**src/rtl/audio_rx_pkg.sv**
```systemverilog
package audio_rx_pkg;

  typedef enum logic [1:0] {
    FMT_I2S = 2'd0,
    FMT_LJ  = 2'd1,
    FMT_DSP = 2'd2
  } fmt_e;

  localparam int unsigned MAX_WLEN = 24;

  // word length code to number of bits
  function automatic int unsigned wlen_bits(input logic [1:0] code);
    case (code)
      2'd0:    return 8;
      2'd1:    return 16;
      2'd2:    return 20;
      default: return MAX_WLEN;
    endcase
  endfunction

endpackage

```
**src/rtl/audio_rx_sync.sv**
```systemverilog
module audio_rx_sync #(
  parameter int WIDTH  = 3,
  parameter int STAGES = 2
) (
  input  logic             clk,
  input  logic             rst,
  input  logic [WIDTH-1:0] d_i,
  output logic [WIDTH-1:0] q_o
);

  for (genvar g = 0; g < WIDTH; g++) begin : g_bit
    logic [STAGES-1:0] chain_q;
    always_ff @(posedge clk) begin
      if (rst) chain_q <= '0;
      else     chain_q <= {chain_q[STAGES-2:0], d_i[g]};
    end
    assign q_o[g] = chain_q[STAGES-1];
  end

endmodule

```
**src/rtl/audio_rx_edge.sv**
```systemverilog
module audio_rx_edge (
  input  logic clk,
  input  logic rst,
  input  logic sclk_i,
  input  logic fs_i,
  input  logic sd_i,
  output logic rise_o,
  output logic fs_o,
  output logic sd_o
);

  logic sclk_d;

  always_ff @(posedge clk) begin
    if (rst) begin
      sclk_d <= 1'b0;
      rise_o <= 1'b0;
      fs_o   <= 1'b0;
      sd_o   <= 1'b0;
    end else begin
      sclk_d <= sclk_i;
      rise_o <= sclk_i & ~sclk_d;
      fs_o   <= fs_i;
      sd_o   <= sd_i;
    end
  end

endmodule

```
**src/rtl/audio_rx_engine.sv**
```systemverilog
module audio_rx_engine
  import audio_rx_pkg::*;
#(
  parameter int SAMPLE_W = 24
) (
  input  logic                clk,
  input  logic                rst,
  input  logic                en_i,
  input  logic [1:0]          fmt_i,
  input  logic [1:0]          wlen_i,
  input  logic                dsp_delay_i,
  input  logic                rise_i,
  input  logic                fs_i,
  input  logic                sd_i,
  output logic                done_o,
  output logic                done_right_o,
  output logic [SAMPLE_W-1:0] word_o
);

  localparam int CNT_W = $clog2(SAMPLE_W + 1);

  logic                fs_prev_q;
  logic                active_q;
  logic                right_q;
  logic [CNT_W-1:0]    cnt_q;
  logic [SAMPLE_W-1:0] sh_q;

  logic [CNT_W-1:0]    nbits;
  logic [CNT_W-1:0]    shamt;
  logic [CNT_W-1:0]    cnt_nx;
  logic [SAMPLE_W-1:0] sh_nx;
  logic                evt;
  logic                evt_right;
  logic                lead;

  always_comb begin
    nbits  = CNT_W'(wlen_bits(wlen_i));
    shamt  = CNT_W'(SAMPLE_W) - nbits;
    sh_nx  = {sh_q[SAMPLE_W-2:0], sd_i};
    cnt_nx = cnt_q + 1'b1;
    case (fmt_i)
      FMT_I2S: begin
        evt       = fs_i ^ fs_prev_q;
        evt_right = fs_i;
        lead      = 1'b1;
      end
      FMT_DSP: begin
        evt       = fs_i & ~fs_prev_q;
        evt_right = 1'b0;
        lead      = dsp_delay_i;
      end
      default: begin
        evt       = fs_i ^ fs_prev_q;
        evt_right = ~fs_i;
        lead      = 1'b0;
      end
    endcase
  end

  // frame-sync level seen on the previous bit-clock rise
  always_ff @(posedge clk) begin
    if (rst)         fs_prev_q <= 1'b0;
    else if (rise_i) fs_prev_q <= fs_i;
  end

  always_ff @(posedge clk) begin
    if (rst || !en_i) begin
      active_q     <= 1'b0;
      right_q      <= 1'b0;
      cnt_q        <= '0;
      sh_q         <= '0;
      done_o       <= 1'b0;
      done_right_o <= 1'b0;
      word_o       <= '0;
    end else begin
      done_o <= 1'b0;
      if (rise_i) begin
        if (evt) begin
          // new frame event: any partial word is dropped
          active_q <= 1'b1;
          right_q  <= evt_right;
          if (lead) begin
            cnt_q <= '0;
            sh_q  <= '0;
          end else begin
            cnt_q <= CNT_W'(1);
            sh_q  <= {{(SAMPLE_W-1){1'b0}}, sd_i};
          end
        end else if (active_q) begin
          if (cnt_nx == nbits) begin
            done_o       <= 1'b1;
            done_right_o <= right_q;
            word_o       <= sh_nx << shamt;
            cnt_q        <= '0;
            sh_q         <= '0;
            if (fmt_i == FMT_DSP && !right_q) right_q  <= 1'b1;
            else                              active_q <= 1'b0;
          end else begin
            cnt_q <= cnt_nx;
            sh_q  <= sh_nx;
          end
        end
      end
    end
  end

  // no word is completed from an idle state
  a_r6_idle_no_word: assert property (@(posedge clk) disable iff (rst)
    !active_q |=> !done_o);

  // a frame event restarts the shift counter
  a_r9_event_restart: assert property (@(posedge clk) disable iff (rst)
    (en_i && rise_i && evt) |=> (active_q && cnt_q <= CNT_W'(1)));

  // in DSP framing the right word follows the left one at once
  a_r4_dsp_chain: assert property (@(posedge clk) disable iff (rst)
    (done_o && !done_right_o && fmt_i == FMT_DSP) |-> (active_q && right_q));

endmodule

```
**src/rtl/audio_rx_pair.sv**
```systemverilog
module audio_rx_pair #(
  parameter int SAMPLE_W = 24
) (
  input  logic                clk,
  input  logic                rst,
  input  logic                en_i,
  input  logic                done_i,
  input  logic                done_right_i,
  input  logic [SAMPLE_W-1:0] word_i,
  output logic [SAMPLE_W-1:0] left_o,
  output logic [SAMPLE_W-1:0] right_o,
  output logic                valid_o
);

  logic [SAMPLE_W-1:0] hold_q;
  logic                have_q;

  always_ff @(posedge clk) begin
    if (rst) begin
      hold_q  <= '0;
      have_q  <= 1'b0;
      left_o  <= '0;
      right_o <= '0;
      valid_o <= 1'b0;
    end else begin
      valid_o <= 1'b0;
      if (!en_i) begin
        have_q <= 1'b0;
      end else if (done_i) begin
        if (!done_right_i) begin
          hold_q <= word_i;
          have_q <= 1'b1;
        end else if (have_q) begin
          left_o  <= hold_q;
          right_o <= word_i;
          valid_o <= 1'b1;
          have_q  <= 1'b0;
        end
      end
    end
  end

  a_r8_single_pulse: assert property (@(posedge clk) disable iff (rst)
    valid_o |=> !valid_o);

  a_r8_left_holds: assert property (@(posedge clk) disable iff (rst)
    !valid_o |-> $stable(left_o));

  a_r8_right_holds: assert property (@(posedge clk) disable iff (rst)
    !valid_o |-> $stable(right_o));

  a_r7_quiet_disabled: assert property (@(posedge clk) disable iff (rst)
    !en_i |=> !valid_o);

  a_r10_need_left: assert property (@(posedge clk) disable iff (rst)
    (done_i && done_right_i && !have_q) |=> !valid_o);

endmodule

```
**src/rtl/audio_serial_rx.sv**
```systemverilog
module audio_serial_rx #(
  parameter int SAMPLE_W    = 24,
  parameter int RATE_W      = 4,
  parameter int SYNC_STAGES = 2
) (
  input  logic                clk,
  input  logic                rst,
  input  logic [1:0]          cfg_fmt,
  input  logic [1:0]          cfg_wlen,
  input  logic                cfg_dsp_delay,
  input  logic [RATE_W-1:0]   cfg_rate,
  input  logic                bclk_i,
  input  logic                fsync_i,
  input  logic                sdata_i,
  output logic [SAMPLE_W-1:0] left_o,
  output logic [SAMPLE_W-1:0] right_o,
  output logic                valid_o
);

  localparam int LINES = 3;

  logic [LINES-1:0]    synced;
  logic                rise;
  logic                fs_s;
  logic                sd_s;
  logic                en;
  logic                done;
  logic                done_right;
  logic [SAMPLE_W-1:0] word;

  assign en = (cfg_rate != '0);

  audio_rx_sync #(.WIDTH(LINES), .STAGES(SYNC_STAGES)) u_sync (
    .clk (clk),
    .rst (rst),
    .d_i ({sdata_i, fsync_i, bclk_i}),
    .q_o (synced)
  );

  audio_rx_edge u_edge (
    .clk    (clk),
    .rst    (rst),
    .sclk_i (synced[0]),
    .fs_i   (synced[1]),
    .sd_i   (synced[2]),
    .rise_o (rise),
    .fs_o   (fs_s),
    .sd_o   (sd_s)
  );

  audio_rx_engine #(.SAMPLE_W(SAMPLE_W)) u_engine (
    .clk          (clk),
    .rst          (rst),
    .en_i         (en),
    .fmt_i        (cfg_fmt),
    .wlen_i       (cfg_wlen),
    .dsp_delay_i  (cfg_dsp_delay),
    .rise_i       (rise),
    .fs_i         (fs_s),
    .sd_i         (sd_s),
    .done_o       (done),
    .done_right_o (done_right),
    .word_o       (word)
  );

  audio_rx_pair #(.SAMPLE_W(SAMPLE_W)) u_pair (
    .clk          (clk),
    .rst          (rst),
    .en_i         (en),
    .done_i       (done),
    .done_right_i (done_right),
    .word_i       (word),
    .left_o       (left_o),
    .right_o      (right_o),
    .valid_o      (valid_o)
  );

  // outputs quiet in the cycle after reset
  a_r1_reset_quiet: assert property (@(posedge clk)
    rst |=> (!valid_o && left_o == '0 && right_o == '0));

endmodule

```
**config.mk**
```make
export PLATFORM = sky130hd
export DESIGN_NAME = audio_serial_rx
export DESIGN_NICKNAME = d
export VERILOG_FILES = /design/src/rtl/audio_rx_pkg.sv /design/src/rtl/audio_rx_sync.sv /design/src/rtl/audio_rx_edge.sv /design/src/rtl/audio_rx_engine.sv /design/src/rtl/audio_rx_pair.sv /design/src/rtl/audio_serial_rx.sv
export SDC_FILE = /design/constraint.sdc
export NUM_CORES = 1
export LEC_CHECK = 0
export CAP_MARGIN = 20
export CORE_MARGIN = 2
export CORE_UTILIZATION = 40
export DETAILED_ROUTE_END_ITERATION = 8
export DONT_BUFFER_PORTS = 1
export GPL_ROUTABILITY_DRIVEN = 0
export PLACE_DENSITY = 0.5
export SYNTH_ARGS = -nofsm -noshare
export SYNTH_HDL_FRONTEND = slang
export SYNTH_SLANG_ARGS = --single-unit
export TNS_END_PERCENT = 20
```
**constraint.sdc**
```tcl
create_clock -name clk -period 2.3 [get_ports clk]
set_input_delay 0.46 -clock clk [delete_from_list [all_inputs] [get_ports clk]]
set_output_delay 0.46 -clock clk [all_outputs]
set_load 0.05 [all_outputs]
```
==> impl_metrics.tcl <==
set metrics [dict create \
    synth_xor_area_frac 0.00460 \
    vias_per_cell 5.19 \
    critPathSlowestCell "o311ai_1" \
    rows 43 \
    post-route-period-util 0.908 \
    grt_usage 0.178 \
    cts_root_buf "clkbuf_16" \
    fin_ws_ns 0.211 \
    vdd_ir_drop_max_uv 467 \
    yosys_most_used_dff "dfxtp_1" \
    period_needed_ns 2.09 \
    power_density_nw_per_um2 800 \
    synth_compound_area_frac 0.146 \
    final_common_cell "nand2_1" \
    area_growth_pct 14.0 \
    slew-limit-headroom 0.550 \
    drt_iter0_drc 201 \
    synth_top_family_by_area "simple AND/OR/NAND/NOR gates" \
    synth_nets 669 \
    numCtsBuffers 17 \
    hold_end "u_sync.g_bit[0].chain_q[1]" \
    rsz0062_at_grt "no" \
    die_h_um 123 \
    post_cts_resized 0 \
    drt_pre_antenna_iters 4 \
    grt.overflow.total 0 \
    clock.fmax_mhz 479 \
    async_flop_share 0 \
    cts_tree "done" \
    r2r-end "u_engine.sh_q[16]" \
    grt_max_degree 85 \
    cap_violations 0 \
    crit_required_ns 2.67 \
    power.leakage_nw 2.37 \
    drc 0 \
    post-route-util 0.467 \
    arrival_ns 2.45 \
    die-area_um2 15200 \
    h-tree-depth 4 \
    ys_ff_latch 141 \
    grt_pass1_vias 4072 \
    post_cts.repair.setup_buffers 0 \
    setup.worst_path.start_class "register" \
    post-place-ws_ns 0.102 \
    netlist_area_um2 5710 \
    grt_first_pass_wirelength_um 20900 \
    rr_worst_depth 7 \
    design_area_um2 6510 \
    skew_ns 0.00948 \
    cts.clk_slew.worst_paths_ns 0.06 \
    layout-drive-gt1-share 0.107 \
    synthAdderAreaFrac 0.0132 \
    place_area_um2 5920 \
    grt_antenna_before_repair 0 \
    wl_per_cell_um 15.3 \
    hold_depth 1 \
    setup_viol 0 \
    io_pins 63 \
    ant_nets 0 \
    nNetsFinal 662 \
    synthSimpleGateAreaFrac 0.204 \
    avgSynthCellArea_um2 8.79 \
    clock-sinks 141 \
    synth_seq_area_share 0.495 \
    r2r-start "u_engine.fs_prev_q" \
    crit_top_cell "inv_1" \
    path_cells "inv_1 -> ha_1 -> inv_1 -> o311ai_1 -> and2_0 -> buf_12 -> a22o_1" \
    ff2ff_setup_slack_ns 0.21 \
    ctsLongestPathBuffers 2 \
    ctsHoldBuffers 0 \
    cp-end-kind "register" \
    min_path_type "in2reg" \
    synth_warnings 0 \
    slew_viol_final 0 \
    final-hold-violation-count 0 \
    synth-edff-count 0 \
    fin_tns_setup_ns 0 \
    start_util 0.410 \
    synth_mux_area_frac 0.0921 \
    status "completed" \
    dp_hpwl_um 8690 \
    routed_wl_um 12800 \
    final_cell_mix "nand2_1, dfxtp_1, a21oi_1, mux2i_1, a22o_1" \
    coreArea_um2 13900 \
    num_antenna_cells 0 \
    synthCells 649 \
    vias 4332 \
    portBuffers 0 \
    path_class "reg2reg" \
    max_stage_delay_ns 0.60 \
    die_w_um 123 \
    path_max_fanout 22 \
    worst_slew_pin_slew_ns 0.664 \
    yosys.cell_types.count 47 \
    clock_latency_ns 0.42 \
    worstHoldStart "rst" \
]
## worst max-delay path: cells and delay by family, from the launching register on
family | cells | cell delay [ns]
AO/OA/AOI/OAI | 2 | 0.74
flip-flops | 1 | 0.33
adder cells (fa/ha/maj) | 1 | 0.33
buffers and inverters | 3 | 0.31
AND/OR/NAND/NOR | 1 | 0.31
## power by group
group          switching (mW)  internal [mW]
combinational          0.0784         0.0495
clock                    1.02           1.60
sequential            0.00389           2.45
## registers in the layout, summed over array words and instances, names as in the netlist, 5 cells and up
signal	count
u_sync.g_bit.chain_q	6
u_pair.right_o	24
u_pair.hold_q	24
u_engine.word_o	24
u_engine.sh_q	23
u_engine.cnt_q	5
u_pair.left_o	24
## worst max path at each step
stage                                   from  slack [ns]  depth (start not counted)                 to
after detailed placement         cfg_wlen[0]        0.10                          8  u_engine.sh_q[10]
after global routing      u_engine.fs_prev_q        0.03                          7  u_engine.sh_q[13]
after global placement           cfg_wlen[0]        0.14                          8   u_engine.sh_q[5]
after CTS                 u_engine.fs_prev_q        0.20                          7  u_engine.sh_q[16]
final                     u_engine.fs_prev_q        0.21                          7  u_engine.sh_q[16]
after floorplan                  cfg_wlen[0]        0.19                          9   u_engine.sh_q[1]
## per-layer routing
| metal | track usage | up-vias | wire length [µm] | share of wire |
|---|---|---|---|---|
| li1 | - | 2210 | - | - |
| met1 | 0.246 | 2019 | 6340 | 0.50 |
| met2 | 0.263 | 87 | 5580 | 0.44 |
| met3 | 0.0452 | 16 | 644 | 0.050 |
| met4 | 0.0753 | 0 | 222 | 0.017 |
| met5 | 0 | - | 0 | 0 |
## layout make-up
| type | count | area (µm²) |
|---|---|---|
| well taps | 180 | 225 |
| multi-input cells | 454 | 2630 |
| fillers | 1386 | 7430 |
| clock buffers | 23 | 488 |
| inverters | 9 | 33.8 |
| flip-flops and latches | 141 | 2820 |
| repair buffers | 19 | 225 |
| clock inverters | 9 | 83.8 |
## through the flow
step / instances / hold WS, ns / total power, mW
final: 835 / 0.103 / 5.21
after floorplan: 649 / 0.367 / 2.62
after detailed placement: 802 / 0.384 / 2.64
after global placement: 802 / 0.382 / 2.63
after CTS: 834 / 0.0889 / 5.27
after global routing: 835 / 0.0879 / 5.39
## cells in the mapped netlist (all sizes together), types with 8 or more instances
master | number | area share
a22o | 22 | 0.034
a21oi | 82 | 0.072
nor2 | 12 | 0.0079
o21ai | 11 | 0.0096
nor2b | 14 | 0.015
mux4 | 8 | 0.032
nand2 | 193 | 0.13
mux2i | 30 | 0.053
clkbuf | 25 | 0.017
inv | 8 | 0.0053
nand3 | 14 | 0.012
dfxtp | 141 | 0.49
buf | 20 | 0.023
## kinds of logic (layout without fill, tap and decap cells)
kind of cell	after synthesis	count (layout)
xor+xnor	3	3
buf+inv	54	60
simple gates	266	266
fa+ha+maj	6	6
flops	141	141
mux	42	42
compound gates	137	137
(Power assumes the default switching activity.)
